===== src/rtl/hba_pkg.sv =====
// Shared constants for the host adapter register file.
// Assumes 32-bit aligned registers; offsets are byte offsets.
package hba_pkg;
    // Global region offsets (low 8 address bits)
    localparam logic [7:0] G_CAP   = 8'h00;
    localparam logic [7:0] G_CTRL  = 8'h04;
    localparam logic [7:0] G_ISTAT = 8'h08;
    localparam logic [7:0] G_PIMPL = 8'h0C;
    localparam logic [7:0] G_VER   = 8'h10;

    // Port window offsets (low 7 address bits)
    localparam logic [6:0] P_CLB   = 7'h00;
    localparam logic [6:0] P_CLBU  = 7'h04;
    localparam logic [6:0] P_FB    = 7'h08;
    localparam logic [6:0] P_FBU   = 7'h0C;
    localparam logic [6:0] P_IS    = 7'h10;
    localparam logic [6:0] P_IE    = 7'h14;
    localparam logic [6:0] P_CMD   = 7'h18;
    localparam logic [6:0] P_TFD   = 7'h20;
    localparam logic [6:0] P_SIG   = 7'h24;
    localparam logic [6:0] P_LSTS  = 7'h28;
    localparam logic [6:0] P_LCTL  = 7'h2C;
    localparam logic [6:0] P_LERR  = 7'h30;
    localparam logic [6:0] P_LACT  = 7'h34;
    localparam logic [6:0] P_CI    = 7'h38;

    // Command word bit positions
    localparam int CMD_ST  = 0;
    localparam int CMD_FRE = 4;
    localparam int CMD_FR  = 14;
    localparam int CMD_CR  = 15;

    localparam logic [31:0] CMD_RESET   = 32'h0000_0006;
    localparam logic [31:0] IE_KEEP     = 32'hFDC0_00FF;
    localparam logic [31:0] TFD_RESET   = 32'h0000_007F;
    localparam logic [31:0] SIG_DISK    = 32'h0000_0101;
    localparam logic [31:0] SIG_NONE    = 32'hFFFF_FFFF;
    localparam logic [31:0] LSTS_UP     = 32'h0000_0113;
    localparam logic [31:0] CAP_FLAGS   = 32'h4014_0000;
    localparam logic [31:0] VER_VAL     = 32'h0001_0000;
    localparam logic [31:0] CTRL_AE     = 32'h8000_0000;
    localparam logic [3:0]  DET_ARMED   = 4'h1;

    localparam int GLOBAL_SPAN = 256;
    localparam int WIN_BYTES   = 128;
endpackage


===== src/rtl/hba_addr_decode.sv =====
// Address decoder: splits a byte address into global-region select,
// port-window select and port index. Assumes ADDR_W >= 8 and that the
// port region fits in the address space.
module hba_addr_decode #(
    parameter int NUM_PORTS = 4,
    parameter int ADDR_W    = 12,
    parameter int PIDX_W    = 2
) (
    input  logic [ADDR_W-1:0] addr,
    output logic              in_global,
    output logic              in_port,
    output logic [PIDX_W-1:0] port_idx
);
    import hba_pkg::*;
    localparam int PORT_END = GLOBAL_SPAN + NUM_PORTS * WIN_BYTES;

    logic [31:0]       addr32;
    logic [ADDR_W-1:0] rel;

    // Region classification and window index
    always_comb begin
        addr32    = 32'(addr);
        rel       = addr - ADDR_W'(GLOBAL_SPAN);
        in_global = addr32 < 32'(GLOBAL_SPAN);
        in_port   = !in_global && (addr32 < 32'(PORT_END));
        port_idx  = PIDX_W'(rel >> 7);
    end
endmodule


===== src/rtl/hba_port_regs.sv =====
// One port's register window. Holds storage, W1C status, masked mask,
// OR-on-write issue vector, command running bits and the link-control
// triggered port reset. Assumes wr_en is already qualified by decode.
module hba_port_regs (
    input  logic        clk,
    input  logic        rst_n,
    input  logic        hba_rst,
    input  logic        wr_en,
    input  logic [6:0]  off,
    input  logic [31:0] wdata,
    input  logic        present,
    input  logic [31:0] evt_set,
    output logic [31:0] rdata,
    output logic [31:0] is_q,
    output logic [31:0] ie_q,
    output logic [31:0] ci_q,
    output logic [31:0] cmd_q,
    output logic        port_rst
);
    import hba_pkg::*;

    logic [31:0] clb_q, clbu_q, fb_q, fbu_q, lctl_q, lerr_q, lact_q, sig_q, tfd_q;
    logic [31:0] sig_init, is_clr, cmd_new;

    // Derived values used by the update process
    always_comb begin
        sig_init = present ? SIG_DISK : SIG_NONE;
        port_rst = wr_en && (off == P_LCTL) && (lctl_q[3:0] == DET_ARMED) && (wdata[3:0] == 4'h0);
        is_clr   = (wr_en && off == P_IS) ? wdata : 32'h0;
        cmd_new  = wdata & ~((32'h1 << CMD_CR) | (32'h1 << CMD_FR));
        cmd_new[CMD_CR] = wdata[CMD_ST];
        cmd_new[CMD_FR] = wdata[CMD_FRE];
    end

    // Register update: resets, event sets, and per-offset write semantics
    always_ff @(posedge clk) begin
        if (!rst_n || hba_rst) begin
            clb_q <= '0; clbu_q <= '0; fb_q <= '0; fbu_q <= '0;
            is_q <= '0; ie_q <= '0; cmd_q <= CMD_RESET; ci_q <= '0;
            lctl_q <= '0; lerr_q <= '0; lact_q <= '0;
            sig_q <= sig_init; tfd_q <= TFD_RESET;
        end else if (port_rst) begin
            is_q <= evt_set; ie_q <= '0; ci_q <= '0;
            lctl_q <= '0; lerr_q <= '0; lact_q <= '0;
            sig_q <= sig_init; tfd_q <= TFD_RESET;
        end else begin
            is_q <= (is_q & ~is_clr) | evt_set;
            if (wr_en) begin
                case (off)
                    P_CLB:  clb_q  <= wdata;
                    P_CLBU: clbu_q <= wdata;
                    P_FB:   fb_q   <= wdata;
                    P_FBU:  fbu_q  <= wdata;
                    P_IE:   ie_q   <= wdata & IE_KEEP;
                    P_CMD:  cmd_q  <= cmd_new;
                    P_LCTL: lctl_q <= wdata;
                    P_LERR: lerr_q <= wdata;
                    P_LACT: lact_q <= wdata;
                    P_CI:   ci_q   <= ci_q | wdata;
                    default: ;
                endcase
            end
        end
    end

    // Read multiplexer for this window
    always_comb begin
        case (off)
            P_CLB:  rdata = clb_q;
            P_CLBU: rdata = clbu_q;
            P_FB:   rdata = fb_q;
            P_FBU:  rdata = fbu_q;
            P_IS:   rdata = is_q;
            P_IE:   rdata = ie_q;
            P_CMD:  rdata = cmd_q;
            P_TFD:  rdata = tfd_q;
            P_SIG:  rdata = sig_q;
            P_LSTS: rdata = present ? LSTS_UP : 32'h0;
            P_LCTL: rdata = lctl_q;
            P_LERR: rdata = lerr_q;
            P_LACT: rdata = lact_q;
            P_CI:   rdata = ci_q;
            default: rdata = 32'h0;
        endcase
    end
endmodule


===== src/rtl/hba_irq_merge.sv =====
// Folds each port's masked status into a registered pending vector and
// gates the merged line with the global enable. Assumes flat inputs.
module hba_irq_merge #(
    parameter int NUM_PORTS = 4
) (
    input  logic                      clk,
    input  logic                      rst_n,
    input  logic                      hba_rst,
    input  logic [NUM_PORTS-1:0][31:0] is_v,
    input  logic [NUM_PORTS-1:0][31:0] ie_v,
    input  logic                      irq_en,
    output logic [NUM_PORTS-1:0]      pending_q,
    output logic                      irq
);
    logic [NUM_PORTS-1:0] masked;

    for (genvar p = 0; p < NUM_PORTS; p++) begin : g_fold
        // Port p has an unmasked cause
        assign masked[p] = |(is_v[p] & ie_v[p]);
    end

    // Pending vector recomputed every cycle
    always_ff @(posedge clk) begin
        if (!rst_n || hba_rst) pending_q <= '0;
        else                   pending_q <= masked;
    end

    // Merged line gated by global enable
    assign irq = (|pending_q) && irq_en;
endmodule


===== src/rtl/hba_regfile.sv =====
// Top of the host adapter register file: bus qualification, global
// registers, per-port windows and interrupt merge. Assumes accesses are
// single-cycle, reads combinational, NUM_PORTS between 1 and 30.
module hba_regfile #(
    parameter int NUM_PORTS = 4,
    parameter int NUM_SLOTS = 32,
    parameter int ADDR_W    = 12
) (
    input  logic                   clk,
    input  logic                   rst_n,
    input  logic                   bus_valid,
    input  logic                   bus_write,
    input  logic [ADDR_W-1:0]      bus_addr,
    input  logic [31:0]            bus_wdata,
    output logic [31:0]            bus_rdata,
    input  logic [NUM_PORTS-1:0]   drive_present,
    input  logic [NUM_PORTS*32-1:0] port_evt,
    output logic                   irq_out
);
    import hba_pkg::*;
    localparam int PIDX_W = (NUM_PORTS > 1) ? $clog2(NUM_PORTS) : 1;
    localparam logic [31:0] CAP_VAL = CAP_FLAGS | 32'(NUM_PORTS - 1) | (32'(NUM_SLOTS - 1) << 8);
    localparam logic [31:0] PI_VAL  = 32'((64'd1 << NUM_PORTS) - 64'd1);

    logic                        in_global, in_port, wr_ok, hba_rst, ghc_ie_q;
    logic [PIDX_W-1:0]           port_idx;
    logic [NUM_PORTS-1:0]        pending_q, port_rst_v, wr_port;
    logic [NUM_PORTS-1:0]        st_v, cr_v, fre_v, fr_v;
    logic [NUM_PORTS-1:0][31:0]  rd_v, is_v, ie_v, ci_v, cmd_v;
    logic [31:0]                 glob_rd;

    hba_addr_decode #(.NUM_PORTS(NUM_PORTS), .ADDR_W(ADDR_W), .PIDX_W(PIDX_W)) u_dec (
        .addr(bus_addr), .in_global(in_global), .in_port(in_port), .port_idx(port_idx)
    );

    // Qualified write strobe and adapter reset trigger
    always_comb begin
        wr_ok   = bus_valid && bus_write && (bus_addr[1:0] == 2'b00);
        hba_rst = wr_ok && in_global && (bus_addr[7:0] == G_CTRL) && bus_wdata[0];
    end

    // Global interrupt-enable bit
    always_ff @(posedge clk) begin
        if (!rst_n || hba_rst)                                ghc_ie_q <= 1'b0;
        else if (wr_ok && in_global && bus_addr[7:0] == G_CTRL) ghc_ie_q <= bus_wdata[1];
    end

    for (genvar p = 0; p < NUM_PORTS; p++) begin : g_port
        assign wr_port[p] = wr_ok && in_port && (port_idx == PIDX_W'(p));
        hba_port_regs u_port (
            .clk(clk), .rst_n(rst_n), .hba_rst(hba_rst), .wr_en(wr_port[p]),
            .off(bus_addr[6:0]), .wdata(bus_wdata), .present(drive_present[p]),
            .evt_set(port_evt[p*32 +: 32]), .rdata(rd_v[p]), .is_q(is_v[p]),
            .ie_q(ie_v[p]), .ci_q(ci_v[p]), .cmd_q(cmd_v[p]), .port_rst(port_rst_v[p])
        );
        assign st_v[p]  = cmd_v[p][CMD_ST];
        assign cr_v[p]  = cmd_v[p][CMD_CR];
        assign fre_v[p] = cmd_v[p][CMD_FRE];
        assign fr_v[p]  = cmd_v[p][CMD_FR];
    end

    hba_irq_merge #(.NUM_PORTS(NUM_PORTS)) u_irq (
        .clk(clk), .rst_n(rst_n), .hba_rst(hba_rst), .is_v(is_v), .ie_v(ie_v),
        .irq_en(ghc_ie_q), .pending_q(pending_q), .irq(irq_out)
    );

    // Global region read mux
    always_comb begin
        case (bus_addr[7:0])
            G_CAP:   glob_rd = CAP_VAL;
            G_CTRL:  glob_rd = CTRL_AE | {30'h0, ghc_ie_q, 1'b0};
            G_ISTAT: glob_rd = 32'(pending_q);
            G_PIMPL: glob_rd = PI_VAL;
            G_VER:   glob_rd = VER_VAL;
            default: glob_rd = 32'h0;
        endcase
    end

    // Bus read data selection
    always_comb begin
        if (!bus_valid || bus_write) bus_rdata = 32'h0;
        else if (in_global)          bus_rdata = glob_rd;
        else if (in_port)            bus_rdata = rd_v[port_idx];
        else                         bus_rdata = 32'h0;
    end
endmodule


===== config.mk =====
export PLATFORM = sky130hd
export DESIGN_NAME = hba_regfile
export DESIGN_NICKNAME = d
export VERILOG_FILES = /design/src/rtl/hba_pkg.sv /design/src/rtl/hba_addr_decode.sv /design/src/rtl/hba_port_regs.sv /design/src/rtl/hba_irq_merge.sv /design/src/rtl/hba_regfile.sv
export SDC_FILE = /design/constraint.sdc
export NUM_CORES = 2
export LEC_CHECK = 0
export ABC_CLOCK_PERIOD_IN_PS = 2700
export CAP_MARGIN = 30
export CORE_UTILIZATION = 25
export CTS_BUF_LIST = sky130_fd_sc_hd__clkbuf_4
export CTS_CLUSTER_DIAMETER = 40
export DETAILED_ROUTE_END_ITERATION = 7
export HOLD_SLACK_MARGIN = 0.03
export PLACE_DENSITY = 0.39
export RECOVER_POWER = 50
export SYNTH_ARGS = -nofsm -noshare
export SYNTH_HDL_FRONTEND = slang
export SYNTH_SLANG_ARGS = --single-unit

===== constraint.sdc =====
create_clock -name clk -period 2.7 [get_ports clk]
set_input_delay 0.405 -clock clk [delete_from_list [all_inputs] [get_ports clk]]
set_output_delay 0.405 -clock clk [all_outputs]
set_load 0.01 [all_outputs]

After elaboration in Yosys (flattened, before gate mapping)
Cells that the tools add are included.
{"block": "classes", "n_addsub": 1, "multipliers": 0, "div_mod_pow": 0, "n_lt_le_gt_ge": 3, "eq_ne": 24, "shift": 0, "n_mux": 34, "n_bitwise": 24, "n_reduce_logical": 91}
{"op": "$pmux W32 S14", "n": 4}
{"op": "$mux W32", "n": 24}
{"op": "$and A32 B32 Y32", "n": 8}
{"op": "$or A32 B32 Y32", "n": 8}
{"op": "$pmux W32 S5", "n": 1}
{"op": "$not A32 Y32", "n": 4}
{"op": "$reduce_or A32 Y1", "n": 4}
{"op": "$bmux W32 S2", "n": 1}
{"op": "$reduce_and A3 Y1", "n": 20}
{"op": "$eq A7 B6 Y1 const B", "n": 7}
{"op": "$reduce_and A2 Y1", "n": 20}
{"op": "$mux W9", "n": 4}
{"op": "$logic_and A1 B1 Y1", "n": 28}
{"op": "$eq A7 B5 Y1 const B", "n": 3}
{"op": "$eq A4 B1 Y1 const B", "n": 4}
{"op": "$eq A8 B4 Y1 const B", "n": 2}
{"op": "$eq A7 B4 Y1 const B", "n": 2}
{"op": "$lt A12 B10 Y1 const B", "n": 1}
{"op": "$lt A12 B9 Y1 const B", "n": 1}
{"op": "$sub A9 B9 Y9 const B", "n": 1}
{"op": "$eq A8 B3 Y1 const B", "n": 1}
{"op": "$eq A8 B5 Y1 const B", "n": 1}
{"op": "$logic_not A8 Y1", "n": 1}
{"op": "$reduce_bool A2 Y1", "n": 4}
{"op": "12 further kinds", "n": 23}
{"block": "totals", "ff_bits": 1481, "latchBits": 0, "ramBits": 0, "rom_bits": 0, "inputBits": 180, "out_inout_bits": 33, "word_cells": 227, "memories": 0}

Depth between registers and ports, before layout
{"block": "depth", "ltp_word": 11, "depth_mapped": 11, "mapped_depth_nobuf": 6}

Modules after synthesis
Synthesis repeated with hierarchy kept, for this count alone.
{"block": "hier_totals", "hier_cells": 7919, "hier_area_um2": 62608.8}
{"mod": "hba_port_regs (g_port[1].u_port ...)", "instances": 3, "cells_per_inst": 1920, "area_per_inst_um2": 15118.2, "seq_area_each_um2": 6736.5}
{"mod": "hba_port_regs (g_port[0].u_port)", "instances": 1, "cells_per_inst": 1920, "area_per_inst_um2": 15095.7, "seq_area_each_um2": 6736.5}
{"mod": "hba_regfile", "instances": 1, "cells_per_inst": 140, "area_per_inst_um2": 1383.8, "seq_area_each_um2": 20.0}
{"mod": "hba_irq_merge", "instances": 1, "cells_per_inst": 94, "area_per_inst_um2": 738.2, "seq_area_each_um2": 80.1}
{"mod": "hba_addr_decode", "instances": 1, "cells_per_inst": 5, "area_per_inst_um2": 36.3, "seq_area_each_um2": 0.0}

Least setup slack after synthesis
No wires, ideal clock.
{"block": "synth_path", "kind": "input -> output", "start": "in bus_addr[4]", "end": "out bus_rdata[15]", "t_arrival_ps": 2317, "required_time_ps": 2295, "setup_slack_ps": -22, "stages": 10, "n_path_buf": 4, "cell_sequence": "buf_2 or3_1 buf_2 nor2_2 buf_2 buf_4 a21oi_1 o21ai_1 nor3_1 nor4_1"}
{"block": "synth_via", "elab_chain_len": 7, "word_cells_on_any_way": 28, "classes_between": "1 x add/sub; 2 x order compare; 13 x eq/ne; 9 x mux; 3 x reduce/logical"}
{"item": "start: declaration", "line": "hba_regfile.sv:13", "text": "input logic [ADDR_W-1:0] bus_addr,"}
{"item": "parallel branches: the longest is 5 deep, another holds $sub A9 B9 Y9"}
{"item": "$mux W32 *", "line": "hba_regfile.sv:82", "text": "else if (in_global) bus_rdata = glob_rd;"}
{"item": "$mux W32 *", "line": "hba_regfile.sv:81", "text": "if (!bus_valid || bus_write) bus_rdata = 32'h0;"}
{"item": "end: declaration", "line": "hba_regfile.sv:15", "text": "output logic [31:0] bus_rdata,"}
Mark *: on every way between the ends. The select of a mux whose other input is x is not followed.

Worst setup path in the final report
{"block": "layout_path", "start": "in bus_addr[0]", "end": "out bus_rdata[31]"}
The elaborated chain is that of the path after synthesis.

==> results by group <==
Outcome
  – Outcome: finished, violations left
  – Failing checks: design-rule violations, negative setup slack

Layout
  – Area Overhead vs Synth: 42.9%
  – Share of cells above drive strength 1: approximately a quarter
  – Layout Utilization: 36.1%
  – Register area: 0.0271 sq mm
  – Final #Nets: 8946
  – Fillers: 23768
  – Multi-input logic area: 0.0292 sq mm

Synth
  – Synth warnings: 0
  – Count leader, synth: nand2_1
  – Cells after Synth: about 7400
  – Share of the yosys chip area belonging to registers: 46.9%
  – Yosys reg bits: 1349
  – Synthesized cell area: 0.0577 sq mm
  – Post-synthesis simple-gate area fraction: 22.5%
  – Net count after synthesis: 7576
  – Synth Area in XOR/XNOR: 0.0282%
  – Cell taking the most area after synthesis: dfxtp_1
  – Top-area cell type share of the netlist area: 46.7%
  – Largest family of logic cells by synthesized area: simple AND/OR/NAND/NOR gates
  – Ranking of synthesized cells by area: dfxtp_1 47%, nand2_1 13%, a21oi_1 10%
  – Mapped Avg Cell Area: between 7 and 8 sq um
  – Area share of fa/ha/maj cells after synthesis: 0%
  – Top cells by count, synth: 2015 x nand2_1, 1345 x dfxtp_1, 1188 x a21oi_1, 404 x nor2_1, 375 x nand3_1
  – Compound-cell area share of the yosys netlist: 21.4%
  – Number of synthesized flops with an enable pin: 4
  – Post-synth top flop: dfxtp_1
  – Post-synth ARST share: 0%
  – Mux share of post-synthesis cell area: a little under 3%
  – Unique masters post-synth: 83

Power and ir drop
  – Clock share of power: about 44%
  – Static Leak: 0.0297 uW
  – Comb pwr share: 9.2%
  – Pwr dens: around 530 mW/mm^2
  – Int Pwr: 31300 uW
  – VDD IR max: 0.000470 V
  – Switching Share: between 20 and 30%
  – Pwr Total: ~43000 uW
  – Register share of total power: between 40% and 50%
  – Switching pwr: 12100 uW

Floorplan
  – Die ar.: 0.233 sq mm
  – Starting density of the core: roughly 25%
  – Die width: 482 um
  – Rows: 175
  – Core box area: 0.228 sq mm
  – Num ports: 213
  – Die H: roughly 480 um

Setup path
  – Critical path type: primary input to output pin
  – CP startpoint kind: primary input
  – Worst Path Max Fanout: 9
  – Critical Path AT: 3.71 ns
  – R2r setup slk: 0.39 ns
  – Crit end category: output pin
  – Critical Path RT: 2.30 ns

Clock tree
  – CTS max path bufs: 4
  – Worst-path clk slew: 0.07 ns
  – Root buf cell: clkbuf_4
  – CTS Sinks: 1349
  – Clock latency on the worst-skew pair: 1.45 ns
  – CTS tree: done
  – Num CTS Buffers: 414
  – CTS HTree Levels: 5

Timing
  – Fin. max-slew vios: 0
  – Fin worst setup slack: -1.42 ns
  – Clock Skew: 0.122 ns
  – Final min period: 4.12 ns
  – Setup TNS: -161.64 ns
  – Fmax: 243 MHz
  – Fin. Hold Viols: 0
  – # setup viols final: 786
  – Relative slew slack: 26.0%
  – Worst-margin pin slew: ~1.1 ns
  – RSZ-0062 raised after global routing: true
  – Fin crit share: 152%

Place
  – Port Buffers: 212
  – Final GP Congestion: 0.973
  – Hpwl dp: around 240 mm

Worst hold path
  – Worst Hold Class: primary input to register

GRT
  – Gr usage total: 29.6%
  – Total gr overflow: 0
  – Vias in the first global route: approximately 62000
  – Initial antenna violation count: 18
  – Largest net degree at the start of global routing: 61
  – First-pass GRT wire length: 488 mm

Routing
  – DRT antenna net count: 0
  – Initial DRT Pass Iterations: 8
  – Via density: 5.37
  – Iter 0 DRT Violations: 7541
  – Final wirelength: approximately 350 mm
  – Vias: about 65000
  – Final routed DRC violation total: 5
  – Routed WL per cell: around 30 um

Run
  – MaxCap Viol Count: 0
[routing by layer]
layer	global-route usage, %	vias to the layer above	wire, um
met5	0	-	42
met4	16.8	8	22200
met3	4.90	712	27000
met2	46.7	3268	159000
met1	38.2	31860	147000
li1	-	28757	-
[cell families after synthesis]
group,after synthesis
AO/OA/AOI/OAI,2023
XOR/XNOR,1
buffers and inverters,772
flip-flops,1349
multiplexers,164
AND/OR/NAND/NOR,3087
[sequential cells by signal, summed over array words and instances, names as in the netlist, 4 cells and up]
name	cells
g_port.u_port.lctl_q	128
g_port.u_port.cmd_q	120
g_port.u_port.lact_q	128
g_port.u_port.ie_q	68
u_irq.pending_q	4
g_port.u_port.fb_q	128
g_port.u_port.fbu_q	128
g_port.u_port.clbu_q	128
g_port.u_port.lerr_q	128
g_port.u_port.ci_q	128
g_port.u_port.is_q	128
g_port.u_port.sig_q	4
g_port.u_port.clb_q	128
[cell type report]
| cell class | count | area share, % |
|---|---|---|
| Tap cell | 3009 | 4.57 |
| Clock buffer | 571 | 5.20 |
| Clock inverter | 88 | 0.446 |
| Antenna cell | 5 | 0.0152 |
| Sequential cell | 1349 | 32.8 |
| Timing Repair Buffer | 1713 | 21.5 |
| Inverter | 13 | 0.0653 |
| Multi-Input combinational cell | 5275 | 35.4 |
[critical path: stages]
cell           delay [ns]
dlygate4sd2_1        0.22
clkbuf_2             0.24
or4b_1               0.64
buf_12               0.19
buf_4                0.18
nor2_1               0.65
buf_4                0.27
a21oi_1              0.07
and3_1               0.27
o31ai_4              0.39
buf_6                0.16
[final timing paths]
check	cells past startpoint	endpoint	start
min reg2reg	2	g_port[2].u_port.clb_q[22]	g_port[2].u_port.clb_q[22]
max reg2reg	7	g_port[2].u_port.ci_q[26]	g_port[2].u_port.lctl_q[0]
min	4	g_port[0].u_port.is_q[14]	port_evt[14]
max	11	bus_rdata[31]	bus_addr[0]
[metrics by stage]
stage	setup slack (ns)	hold slack, ns	cell area, sq um	std cells
finish	-1.42	0.175	82400	12023
global route	-1.38	0.115	82400	12020
CTS	-1.52	0.0304	82300	12014
detailed placement	-2.73	0.438	72100	10984
global placement	-3.01	0.435	72100	10981
floorplan	0.0234	0.427	57700	7396
[cells in the final DEF, fill, tap and decap left out, drive strengths merged, types with 61 or more instances in the layout]
cell,Yosys,final
nor2,419,419
a21oi,1188,1188
a222oi,92,92
dfxtp,1345,1345
and3,81,81
mux2i,136,136
clkinv,0,77
clkbuf,320,602
clkdlybuf4s50,0,137
a22oi,280,280
a31oi,145,145
nand3,377,377
dlygate4sd3,0,324
buf,439,1217
nand2,2017,2017
o21ai,61,61
[power groups by stage]
stage	Clock, uW	Combinational [uW]	Sequential [uW]
2_1_floorplan	0	1120	20600
3_3_place_gp	0	3370	20700
3_5_place_dp	0	3370	20700
4_1_cts	19600	3940	20200
5_1_grt	20700	4060	20200
6_report	19200	4000	20200
[timing repair]
| action | CTS | global route |
|---|---|---|
| cloned | 3 | 0 |
| endpoints found under the setup margin | 33 | 48 |
| gates resized for setup | 567 | 82 |
| hold buffers | 323 | 0 |
| pin swaps | 121 | 68 |
| hold endpoints to repair | 1348 | 0 |
| buffers inserted | 72 | 17 |
Note: power is estimated with default switching activity, not from simulation.
